[src/rtl/cdc_bridge_pkg.sv]
package cdc_bridge_pkg;
  // Word layout seen by the host; positions are decoded by software.
  localparam int DATA_W     = 8;
  localparam int IDX_W      = 7;
  localparam int IDX_LSB    = 8;
  localparam int GO_BIT     = 16;
  localparam int IRQ_BIT    = 8;
  localparam int CMD_OFFSET = 4;
  localparam int STS_OFFSET = 8;

  typedef struct packed {
    logic [IDX_W-1:0]  idx;
    logic [DATA_W-1:0] data;
  } cmd_fields_t;
endpackage

[src/rtl/cdc_cmd_ctrl.sv]
module cdc_cmd_ctrl
  import cdc_bridge_pkg::*;
#(
  parameter int WR_CYCLES = 3,
  parameter int HOST_AW   = 4
) (
  input  logic               clk,
  input  logic               rst_n,
  input  logic               host_sel,
  input  logic               host_wr,
  input  logic [HOST_AW-1:0] host_addr,
  input  logic [GO_BIT:0]    host_wdata,
  output cmd_fields_t        fields,
  output logic               busy,
  output logic               accept
);
  localparam int CW = $clog2(WR_CYCLES + 1);

  logic [CW-1:0] wr_left;
  logic          unused_bit15;

  assign unused_bit15 = host_wdata[IDX_LSB+IDX_W];
  assign accept = host_sel && host_wr && !busy &&
                  (host_addr == HOST_AW'(CMD_OFFSET));

  always_ff @(posedge clk or negedge rst_n) begin
    if (!rst_n) begin
      fields  <= '0;
      busy    <= 1'b0;
      wr_left <= '0;
    end else if (accept) begin
      fields.data <= host_wdata[DATA_W-1:0];
      fields.idx  <= host_wdata[IDX_LSB +: IDX_W];
      if (host_wdata[GO_BIT]) begin
        busy    <= 1'b1;
        wr_left <= CW'(WR_CYCLES);
      end
    end else if (busy) begin
      if (wr_left == CW'(1)) busy <= 1'b0;
      wr_left <= wr_left - CW'(1);
    end
  end

  // Checker-side counter of consecutive busy cycles.
  logic [CW:0] bsy_len;
  always_ff @(posedge clk or negedge rst_n) begin
    if (!rst_n)    bsy_len <= '0;
    else if (busy) bsy_len <= bsy_len + 1'b1;
    else           bsy_len <= '0;
  end

  AST_BUSY_CAUSE: assert property (@(posedge clk) disable iff (!rst_n)
    $rose(busy) |-> $past(host_sel && host_wr && host_wdata[GO_BIT] &&
                          host_addr == HOST_AW'(CMD_OFFSET)));
  AST_BUSY_BOUND: assert property (@(posedge clk) disable iff (!rst_n)
    busy |-> (bsy_len < (CW+1)'(WR_CYCLES)));
  AST_BUSY_FULL: assert property (@(posedge clk) disable iff (!rst_n)
    $fell(busy) |-> ($past(bsy_len) == (CW+1)'(WR_CYCLES - 1)));
  AST_FIELDS_FROZEN: assert property (@(posedge clk) disable iff (!rst_n)
    (busy && $past(busy)) |-> $stable(fields));
endmodule

[src/rtl/cdc_read_settle.sv]
module cdc_read_settle
  import cdc_bridge_pkg::*;
#(
  parameter int RD_LAT = 4
) (
  input  logic              clk,
  input  logic              rst_n,
  input  logic              restart,
  input  logic              hold,
  input  logic [DATA_W-1:0] din,
  output logic [DATA_W-1:0] rd_q
);
  localparam int LW = $clog2(RD_LAT + 1);

  logic [LW-1:0] left;

  always_ff @(posedge clk or negedge rst_n) begin
    if (!rst_n) begin
      left <= '0;
      rd_q <= '0;
    end else if (restart) begin
      left <= LW'(RD_LAT);
    end else if (left != '0 && !hold) begin
      if (left == LW'(1)) rd_q <= din;
      left <= left - LW'(1);
    end
  end

  AST_SETTLE_HOLD: assert property (@(posedge clk) disable iff (!rst_n)
    !$past(left == LW'(1) && !hold && !restart) |-> $stable(rd_q));
  AST_COUNT_FROZEN: assert property (@(posedge clk) disable iff (!rst_n)
    ($past(hold) && !$past(restart)) |-> $stable(left));
endmodule

[src/rtl/cdc_host_rmux.sv]
module cdc_host_rmux
  import cdc_bridge_pkg::*;
#(
  parameter int HOST_AW = 4
) (
  input  logic [HOST_AW-1:0] host_addr,
  input  cmd_fields_t        fields,
  input  logic               busy,
  input  logic [DATA_W-1:0]  rd_q,
  input  logic               irq,
  output logic [31:0]        rdata
);
  always_comb begin
    rdata = '0;
    if (host_addr == HOST_AW'(CMD_OFFSET)) begin
      rdata[DATA_W-1:0]        = fields.data;
      rdata[IDX_LSB +: IDX_W]  = fields.idx;
      rdata[GO_BIT]            = busy;
    end else if (host_addr == HOST_AW'(STS_OFFSET)) begin
      rdata[DATA_W-1:0] = rd_q;
      rdata[IRQ_BIT]    = irq;
    end
  end
endmodule

[src/rtl/codec_reg_bridge.sv]
module codec_reg_bridge
  import cdc_bridge_pkg::*;
#(
  parameter int WR_CYCLES = 3,
  parameter int RD_LAT    = 4,
  parameter int HOST_AW   = 4
) (
  input  logic               clk,
  input  logic               rst_n,
  input  logic               host_sel,
  input  logic               host_wr,
  input  logic [HOST_AW-1:0] host_addr,
  input  logic [31:0]        host_wdata,
  output logic [31:0]        host_rdata,
  output logic [IDX_W-1:0]   cdc_addr,
  output logic [DATA_W-1:0]  cdc_wdata,
  output logic               cdc_wr,
  input  logic [DATA_W-1:0]  cdc_rdata,
  input  logic               cdc_irq
);
  cmd_fields_t       fields;
  logic              busy;
  logic              accept;
  logic [DATA_W-1:0] rd_q;
  logic              unused_hi;

  assign unused_hi = ^host_wdata[31:GO_BIT+1];

  cdc_cmd_ctrl #(.WR_CYCLES(WR_CYCLES), .HOST_AW(HOST_AW)) u_cmd (
    .clk(clk), .rst_n(rst_n), .host_sel(host_sel), .host_wr(host_wr),
    .host_addr(host_addr), .host_wdata(host_wdata[GO_BIT:0]),
    .fields(fields), .busy(busy), .accept(accept));

  cdc_read_settle #(.RD_LAT(RD_LAT)) u_settle (
    .clk(clk), .rst_n(rst_n), .restart(accept), .hold(busy),
    .din(cdc_rdata), .rd_q(rd_q));

  cdc_host_rmux #(.HOST_AW(HOST_AW)) u_rmux (
    .host_addr(host_addr), .fields(fields), .busy(busy), .rd_q(rd_q),
    .irq(cdc_irq), .rdata(host_rdata));

  assign cdc_addr  = fields.idx;
  assign cdc_wdata = fields.data;
  assign cdc_wr    = busy;

  AST_WR_MEANS_BUSY_BIT: assert property (@(posedge clk) disable iff (!rst_n)
    (cdc_wr && host_addr == HOST_AW'(CMD_OFFSET)) |-> host_rdata[GO_BIT]);
endmodule

[config.mk]
export PLATFORM = sky130hd
export DESIGN_NAME = codec_reg_bridge
export DESIGN_NICKNAME = d
export VERILOG_FILES = /design/src/rtl/cdc_bridge_pkg.sv /design/src/rtl/cdc_cmd_ctrl.sv /design/src/rtl/cdc_read_settle.sv /design/src/rtl/cdc_host_rmux.sv /design/src/rtl/codec_reg_bridge.sv
export SDC_FILE = /design/constraint.sdc
export NUM_CORES = 1
export LEC_CHECK = 0
export ABC_AREA = 1
export ABC_CLOCK_PERIOD_IN_PS = 3900
export BUFFER_PORTS_ARGS = -buffer_cell sky130_fd_sc_hd__clkbuf_2
export CORE_MARGIN = 4
export CORE_UTILIZATION = 28
export DETAILED_ROUTE_END_ITERATION = 8
export GPL_TIMING_DRIVEN = 0
export PLACE_DENSITY = 0.6
export SYNTH_ARGS = -nofsm -noshare
export SYNTH_HDL_FRONTEND = slang
export SYNTH_SLANG_ARGS = --single-unit
[constraint.sdc]
create_clock -name clk -period 3.9 [get_ports clk]
set_input_delay 0.78 -clock clk [delete_from_list [all_inputs] [get_ports clk]]
set_output_delay 0.78 -clock clk [all_outputs]
set_load 0.05 [all_outputs]
## Word-level counts from Yosys, hierarchy flattened

Cells that the tools add are included.

| storage, ports and cells | value |
|---|---|
| bits in latches | 0 |
| output and inout port bits | 48 |
| logic and storage cells | 37 |
| bits in read-only memories | 0 |
| input bits | 49 |
| RAM bits | 0 |
| memories | 0 |
| register bits after elaboration | 29 |

| operators by class | value |
|---|---|
| $add $sub $neg | 2 |
| $mul | 0 |
| equal/unequal tests | 5 |
| bitwise logic cells | 1 |
| shift operators | 0 |
| multiplexer cells | 13 |
| magnitude comparators | 0 |
| reduce and logical (&&, ||, !) cells | 10 |
| divide/modulo/power cells | 0 |

Operators by type and width:

| operator | number |
|---|---|
| two-way mux 9 bit | 2 |
| two-way mux 2 bit | 3 |
| two-way mux 3 bit | 2 |
| two-way mux 6 bit | 1 |
| two-way mux 1 bit | 5 |
| equality test 4 x 3 -> 1 bit (second input constant) | 1 |
| equality test 4 bit (second input constant) | 1 |
| logical AND 1 bit | 4 |
| nonzero test 2 bit | 2 |
| equality test 3 x 1 -> 1 bit (second input constant) | 1 |
| AND reduction 3 bit | 1 |
| nonzero test 3 bit | 1 |
| subtractor 3 x 1 -> 3 bit (second input constant) | 1 |
| equality test 2 x 1 -> 1 bit (second input constant) | 1 |
| != test 2 bit (second input constant) | 1 |
| AND reduction 2 bit | 1 |
| subtractor 2 x 1 -> 2 bit (second input constant) | 1 |
| zero test 1 bit | 1 |
| NOT 1 bit | 1 |

## Longest topological paths before layout

Gate-level depths: netlist (run 1).

| logic depth | value |
|---|---|
| depth in word-level cells | 5 |
| mapped depth | 9 |
| depth with buffers taken out | 9 |

## Cells and area by module

Synthesis (run 1) repeated with hierarchy kept, for this count alone.

| second synthesis, totals | value |
|---|---|
| cell total of the unflattened synthesis | 215 |
| area total of the unflattened synthesis | 1662.8 µm² |

Modules (own cells, without submodules):

| module | seq. area each (µm²) | times used | area each (µm²) | cells each |
|---|---|---|---|---|
| cdc_cmd_ctrl | 450.4 | 1 | 762.0 | 90 |
| cdc_read_settle | 275.3 | 1 | 546.8 | 60 |
| cdc_host_rmux | 0.0 | 1 | 354.1 | 65 |

## Worst setup path after synthesis (run 1)

OpenSTA, ideal clock, no wires.

| timing path | value |
|---|---|
| kind | input-to-output |
| start | input host_addr[1] |
| end | output host_rdata[10] |
| required time | 3.120 ns |
| path buffers | 0 |
| stages on the path | 3 |
| setup slack | 1.169 ns |
| arrival | 1.951 ns |
| path through | nor2_2 nand3_1 nor2_1 |

| between the ends | value |
|---|---|
| longest elaborated chain between the ends | 2 |

RTL lines:

| item | line | text |
|---|---|---|
| start: declaration | codec_reg_bridge.sv:12 | `input logic [HOST_AW-1:0] host_addr,` |
| equality test 4 x 3 -> 1 bit | cdc_host_rmux.sv:15 | `if (host_addr == HOST_AW'(CMD_OFFSET)) begin` |
| two-way mux 6 bit | cdc_host_rmux.sv:15 |  |
| end: declaration | codec_reg_bridge.sv:14 | `output logic [31:0] host_rdata,` |

Every way passes these cells.

## Worst setup path in the final report (run 1)

| timing path | value |
|---|---|
| start | input host_addr[1] |
| end | output host_rdata[16] |

| between the ends | value |
|---|---|
| longest elaborated chain between the ends | 2 |

RTL lines:

| item | line |
|---|---|
| equality test 4 x 3 -> 1 bit | cdc_host_rmux.sv:15 |
| two-way mux 1 bit | cdc_host_rmux.sv:15 |

Every way passes these cells.

==> results of run 1 <==
-- path summary, 6_finish.rpt --
| check | startpoint | slack, ps | to |
|---|---|---|---|
| max in group asynchronous | rst_n | 2850 | u_cmd.fields[11]$_DFFE_PN0P_ |
| setup / recovery | host_addr[1] | 1000 | host_rdata[16] |
| setup reg to reg | u_settle.left[0]$_DFFE_PN0P_ | 2250 | u_settle.rd_q[0]$_DFFE_PN0P_ |
| min in group asynchronous | rst_n | 570 | u_cmd.fields[8]$_DFFE_PN0P_ |
| hold / removal | u_settle.rd_q[2]$_DFFE_PN0P_ | 480 | u_settle.rd_q[2]$_DFFE_PN0P_ |
| hold reg to reg | u_settle.rd_q[2]$_DFFE_PN0P_ | 480 | u_settle.rd_q[2]$_DFFE_PN0P_ |
-- final cells by class --
class	instances	area [µm²]
flip-flops and latches	29	726
well taps	72	90.1
multi-input cells	150	692
inverters	18	70.1
clock buffers	8	80.1
plain buffers	21	170
fillers	608	3390
repair buffers	64	320
-- power breakdown --
group	internal [mW]	leakage, nW	switching (mW)
Clock	0.126	0.0395	0.105
Combinational	0.155	0.898	0.354
Sequential	0.400	0.359	0.0579
Total	0.681	1.30	0.517
-- layer usage --
| metal | GRT usage | up-vias | part of all wire |
|---|---|---|---|
| met5 | 0 | - | 0 |
| met1 | 0.153 | 647 | 0.43 |
| li1 | - | 764 | - |
| met2 | 0.205 | 64 | 0.47 |
| met4 | 0.0336 | 0 | 0.0066 |
| met3 | 0.0385 | 5 | 0.096 |
-- registers in the layout, summed over array words and instances, names as in the netlist --
register and count:
u_cmd.fields 15, u_settle.rd_q 8, u_settle.left 3, u_cmd.wr_left 2, u_cmd.busy 1
-- kinds of logic after synthesis --
logic type / synth area share
and+or+nand+nor: 0.338
buffers and inverters: 0.150
DFF: 0.453
AOI/OAI and AO/OA: 0.0250
adders and majority gates: 0.0313
other: 0.00234
-- cell usage in the layout, fill, tap and decap left out, drive strengths merged --
master	count
nand2	82
clkbuf	72
dfrtp	29
buf	21
nand3	20
nor2	19
inv	18
conb	16
o21ai	8
ha	4
nor3	1
-- per-stage QoR --
stage	utilization	total power [mW]
2_1_floorplan	-	0.863
3_3_place_gp	0.373	0.963
3_5_place_dp	0.373	0.976
4_1_cts	0.388	1.22
5_1_grt	0.388	1.30
6_report	0.388	1.20
-- worst reg2reg max path, stage by stage (launching register included) --
cell and delay [ps]:
dfrtp_1 380, inv_1 70, ha_1 200, ha_1 210, nor2_4 150, inv_1 130, nor2_8 200, nand2_8 90
nand2_1 70, nand2_1 40
==> flow_metrics.py, run 1 <==
metrics = {
    "finish": {
        "final_cell_count_no_fill": 362,
        "nets": 342,
        "area_growth_pct": 34.1,
        "stdcell_area_um2": 2150,
        "drive_gt1_frac": 0.338,
        "num_antenna_cells": 0,
    },
    "clock_network": {
        "clk_latency_ps": 270,
        "holdBufCountCts": 0,
        "clkTransAtPathRegs_ps": 60,
        "cts_tree": "built",
        "post_cts_resized": 0,
        "clockRootBuffer": "clkbuf_8",
        "cts_setup_buffers": 0,
        "cts_sinks": 29,
        "numCtsBuffers": 5,
        "clockBufferDepth": 2,
        "cts-htree-levels": 2,
    },
    "min_path": {
        "worstHoldPathType": "reg -> reg",
        "min_path_cells": 2,
    },
    "synth": {
        "postSynth.asyncResetShare": 1.00,
        "yosys.cell_types.count": 20,
        "post-synth-top-count-cell": "nand2_1",
        "yosysTopAreaCell": "dfrtp_1",
        "ys_top_cells_by_area": "dfrtp_1 (45%), nand2_1 (19%), buf_4 (7.5%), nand3_1 (5.9%), inv_1 (4.0%)",
        "syn_area_per_cell_um2": 7.89,
        "synth-edff-count": 0,
        "ys_seq_area_frac": 0.453,
        "yosys_register_bits": 29,
        "netlist_instances": 203,
        "ys_warn_count": 0,
        "synth_top_area_share": 0.453,
        "synthFlopType": "dfrtp_1",
        "synthTopCellsByCount": "nand2_1 (80), dfrtp_1 (29), nand3_1 (19), inv_1 (17), buf_4 (16)",
        "netlist_area_um2": 1600,
    },
    "global_routing": {
        "antenna_found_initial": 0,
        "gr-usage-all-layers": 0.123,
        "overflow": 0,
        "grt_max_degree": 30,
        "grt_pass1_vias": 1494,
        "grt_pass1_wl_mm": 6.98,
    },
    "outcome": {
        "status": "finished clean",
    },
    "pwr": {
        "p_per_area_nw_per_um2": 558,
        "ir_drop_mv": 0.251,
        "p_leak_nw": 1.30,
    },
    "setup_path": {
        "worstSetupPathType": "in -> out",
        "max_stage_delay_ps": 400,
        "path_common_cell": "clkbuf_2",
        "crit_arrival_ps": 2120,
        "cp_max_fo": 10,
        "r2r_cells": 9,
        "path_cells": "clkbuf_2 > nor2_2 > nand3_1 > nor2_1 > clkbuf_2",
        "cpMaxStageDelayCell": "nor2_2",
        "cp_top_family": "simple AND/OR/NAND/NOR gates",
        "crit_required_ps": 3120,
        "path_buf_inv": 2,
        "path_depth": 5,
        "critPathCaptureType": "output pin",
        "start_kind": "input pin",
    },
    "place": {
        "post_dp_cell_area_um2": 2070,
        "place_ws_ps": 941,
        "dp.cells": 354,
        "gp_congestion": 0.776,
        "port_buffers": 64,
        "post-dp-hpwl_mm": 3.04,
    },
    "detailed_routing": {
        "wire_per_inst_um": 11.3,
        "firstDrtPassIters": 4,
        "avgViaCountPerCell": 4.09,
        "drt_wl_total_mm": 4.08,
        "drtIter0Drc": 36,
        "drcViolationCount": 0,
        "ant_nets": 0,
        "vias": 1480,
    },
    "die": {
        "core_area_um2": 5540,
        "start_util": 0.289,
        "die-area_um2": 6990,
        "rows": 27,
        "die_h_um": 83.6,
        "die_w_um": 83.6,
        "io-pin-count": 97,
    },
    "timing": {
        "hold_viol": 0,
        "slew_headroom": 0.494,
        "rsz0062_at_grt": "false",
        "setup_tns_ps": 0,
        "worst_slack_ps": 997,
        "max_slew.worst_pin.slew_ps": 760,
        "period_share": 0.744,
        "slew_violations": 0,
        "setup_viol": 0,
        "hold_ws_ps": 478,
        "skew_ps": 5.05,
        "period_needed_ps": 2900,
        "fmax_ghz": 0.344,
    },
    "run": {
        "cap_violations": 0,
    },
}
Note: power is estimated with default switching activity, not from simulation.
==> run 2, diff against run 1 <==
--- a/config.mk
+++ b/config.mk
@@ -6,13 +6,13 @@
 export NUM_CORES = 1
 export LEC_CHECK = 0
 export ABC_AREA = 1
-export ABC_CLOCK_PERIOD_IN_PS = 3900
+export ABC_CLOCK_PERIOD_IN_PS = 2500
 export BUFFER_PORTS_ARGS = -buffer_cell sky130_fd_sc_hd__clkbuf_2
 export CORE_MARGIN = 4
 export CORE_UTILIZATION = 28
 export DETAILED_ROUTE_END_ITERATION = 8
 export GPL_TIMING_DRIVEN = 0
-export PLACE_DENSITY = 0.6
+export PLACE_DENSITY = 0.62
 export SYNTH_ARGS = -nofsm -noshare
 export SYNTH_HDL_FRONTEND = slang
 export SYNTH_SLANG_ARGS = --single-unit
==> constraint.sdc (replaced) <==
create_clock -name clk -period 2.5 [get_ports clk]
set_input_delay 0.5 -clock clk [delete_from_list [all_inputs] [get_ports clk]]
set_output_delay 0.5 -clock clk [all_outputs]
set_load 0.05 [all_outputs]
==> flow_metrics.py, run 2 (synthesis gave the netlist of run 1 again) <==
metrics = {
    "finish": {
        "drive_gt1_frac": 0.345,
        "largest_reg_flops": 15,
        "area_growth_pct": 36.7,
        "num_antenna_cells": 0,
        "top_regs": "u_cmd.fields x15, u_settle.rd_q x8, u_settle.left x3",
        "layout_commonest_cell": "nand2_1",
        "nets": 342,
        "num-fill-cells": 592,
        "layout_common_cells": "nand2_1 (80), clkbuf_2 (64), dfrtp_1 (29), nand3_1 (19), inv_1 (17)",
        "largest_register": "u_cmd.fields",
    },
    "setup_path": {
        "critPathCaptureType": "output pin",
        "worstSetupPathType": "in -> out",
        "cp_max_fo": 9,
        "cp_top_family": "simple AND/OR/NAND/NOR gates",
        "crit_required_ps": 2000,
        "path_common_cell": "clkbuf_2",
        "cpMaxStageDelayCell": "nor2_1",
        "max_stage_delay_ps": 530,
        "path_cells": "clkbuf_2 > inv_1 > nor2_1 > nand3_1 > nand2_1 > clkbuf_2",
        "crit_arrival_ps": 1700,
        "start_kind": "input pin",
        "path_buf_inv": 3,
    },
    "clock_network": {
        "cts-htree-levels": 2,
        "numCtsBuffers": 5,
        "clockBufferDepth": 2,
        "clk_latency_ps": 280,
        "cts_tree": "built",
        "clockRootBuffer": "clkbuf_8",
        "clkTransAtPathRegs_ps": 60,
        "holdBufCountCts": 0,
        "cts_sinks": 29,
    },
    "global_routing": {
        "grt_max_degree": 30,
        "overflow": 0,
        "gr-usage-all-layers": 0.119,
        "grt_pass1_wl_mm": 6.71,
        "grt_pass1_vias": 1499,
        "antenna_found_initial": 0,
    },
    "outcome": {
        "status": "finished clean",
    },
    "place": {
        "place_ws_ps": 161,
        "post-dp-hpwl_mm": 3.10,
        "port_buffers": 64,
        "gp_congestion": 0.789,
    },
    "pwr": {
        "seqPwrFrac": 0.356,
        "ir_drop_mv": 0.301,
        "p_total_mw": 2.01,
        "p_leak_nw": 1.32,
        "power_frac_comb": 0.398,
        "p_clk_frac": 0.246,
        "p_int_mw": 1.19,
        "p_per_area_nw_per_um2": 918,
        "power_switching_uw": 818,
        "sw_frac_of_total": 0.407,
    },
    "timing": {
        "setup_viol": 0,
        "setup_tns_ps": 0,
        "period_share": 0.878,
        "period_needed_ps": 2200,
        "skew_ps": 6.46,
        "fmax_ghz": 0.455,
        "max_slew.worst_pin.slew_ps": 727,
        "slew_violations": 0,
        "hold_viol": 0,
        "rsz0062_at_grt": "false",
        "worst_slack_ps": 304,
        "slew_headroom": 0.515,
    },
    "die": {
        "die_w_um": 83.6,
        "core_area_um2": 5540,
        "start_util": 0.289,
        "die-area_um2": 6990,
        "io-pin-count": 97,
        "die_h_um": 83.6,
        "rows": 27,
    },
    "detailed_routing": {
        "drtIter0Drc": 22,
        "vias": 1480,
        "avgViaCountPerCell": 4.09,
        "wire_per_inst_um": 10.9,
        "ant_nets": 0,
        "firstDrtPassIters": 4,
        "drt_wl_total_mm": 3.96,
        "drcViolationCount": 0,
    },
    "min_path": {
        "worstHoldPathType": "in -> async",
    },
    "run": {
        "cap_violations": 0,
    },
}
[run 2: changes by cell type in the layout (fill, tap and decap cells not counted), sizes merged]
| cell | change |
|---|---|
| bufinv | +1 |
| clkbuf | -1 |
[run 2: area by class of cell]
cell class / count / area [µm²] / share of cell area
sequential: 29 / 726 / 0.331
multi-input combinational: 150 / 697 / 0.318
timing repair buffer: 64 / 320 / 0.146
buffer: 21 / 170 / 0.0777
tap: 72 / 90.1 / 0.0411
clock buffer: 7 / 86.3 / 0.0394
inverter: 18 / 70.1 / 0.0320
clock inverter: 1 / 30.0 / 0.0137
[run 2: layer usage]
layer | GRT usage | share of wire | up-vias
li1 | - | - | 767
met1 | 0.141 | 0.44 | 639
met2 | 0.194 | 0.44 | 69
met3 | 0.0553 | 0.10 | 5
met4 | 0.0307 | 0.011 | 0
met5 | 0 | 0 | -
[run 2: path summary, 6_finish.rpt]
| check | start | slack (ps) | to | cells after the start |
|---|---|---|---|---|
| max | host_addr[3] | 300 | host_rdata[2] | 6 |
| min | rst_n | 270 | u_cmd.fields[1]$_DFFE_PN0P_ | 1 |
| max reg2reg | u_settle.left[0]$_DFFE_PN0P_ | 870 | u_settle.rd_q[6]$_DFFE_PN0P_ | 9 |
| min reg2reg | u_settle.rd_q[7]$_DFFE_PN0P_ | 480 | u_settle.rd_q[7]$_DFFE_PN0P_ | 2 |
| max in group asynchronous | rst_n | 1760 | u_settle.left[2]$_DFFE_PN0P_ | 1 |
| min in group clk | host_wdata[1] | 420 | u_cmd.fields[1]$_DFFE_PN0P_ | 3 |
[run 2: worst register-to-register path, stage by stage, from the launching register on]
cell and delay (ps):
dfrtp_1 380, inv_1 70, ha_1 190, ha_1 200
nor2_4 150, inv_1 130, nor2_8 200, nand2_8 90
nand2_1 60, nand2_1 40
[run 2: timing repair]
| item | CTS | global route |
|---|---|---|
| buffers inserted | 0 | 0 |
| gates resized for setup | 0 | 1 |
| endpoints found under the setup margin | 0 | 5 |
[run 2: metrics by stage]
step	std cells	hold WS (ps)	utilization	cell area [µm²]
2_1_floorplan	218	204	-	1660
4_1_cts	362	300	0.394	2180
3_5_place_dp	354	459	0.373	2070
6_report	362	271	0.395	2190
3_3_place_gp	354	459	0.373	2070
5_1_grt	362	341	0.395	2190
[run 2: power by group through the flow]
stage	Clock [mW]	Sequential (mW)	Combinational (mW)
floorplan	0	0.881	0.465
global placement	0	0.714	0.791
detailed placement	0	0.719	0.812
CTS	0.512	0.715	0.811
global route	0.537	0.734	0.892
finish	0.495	0.715	0.800
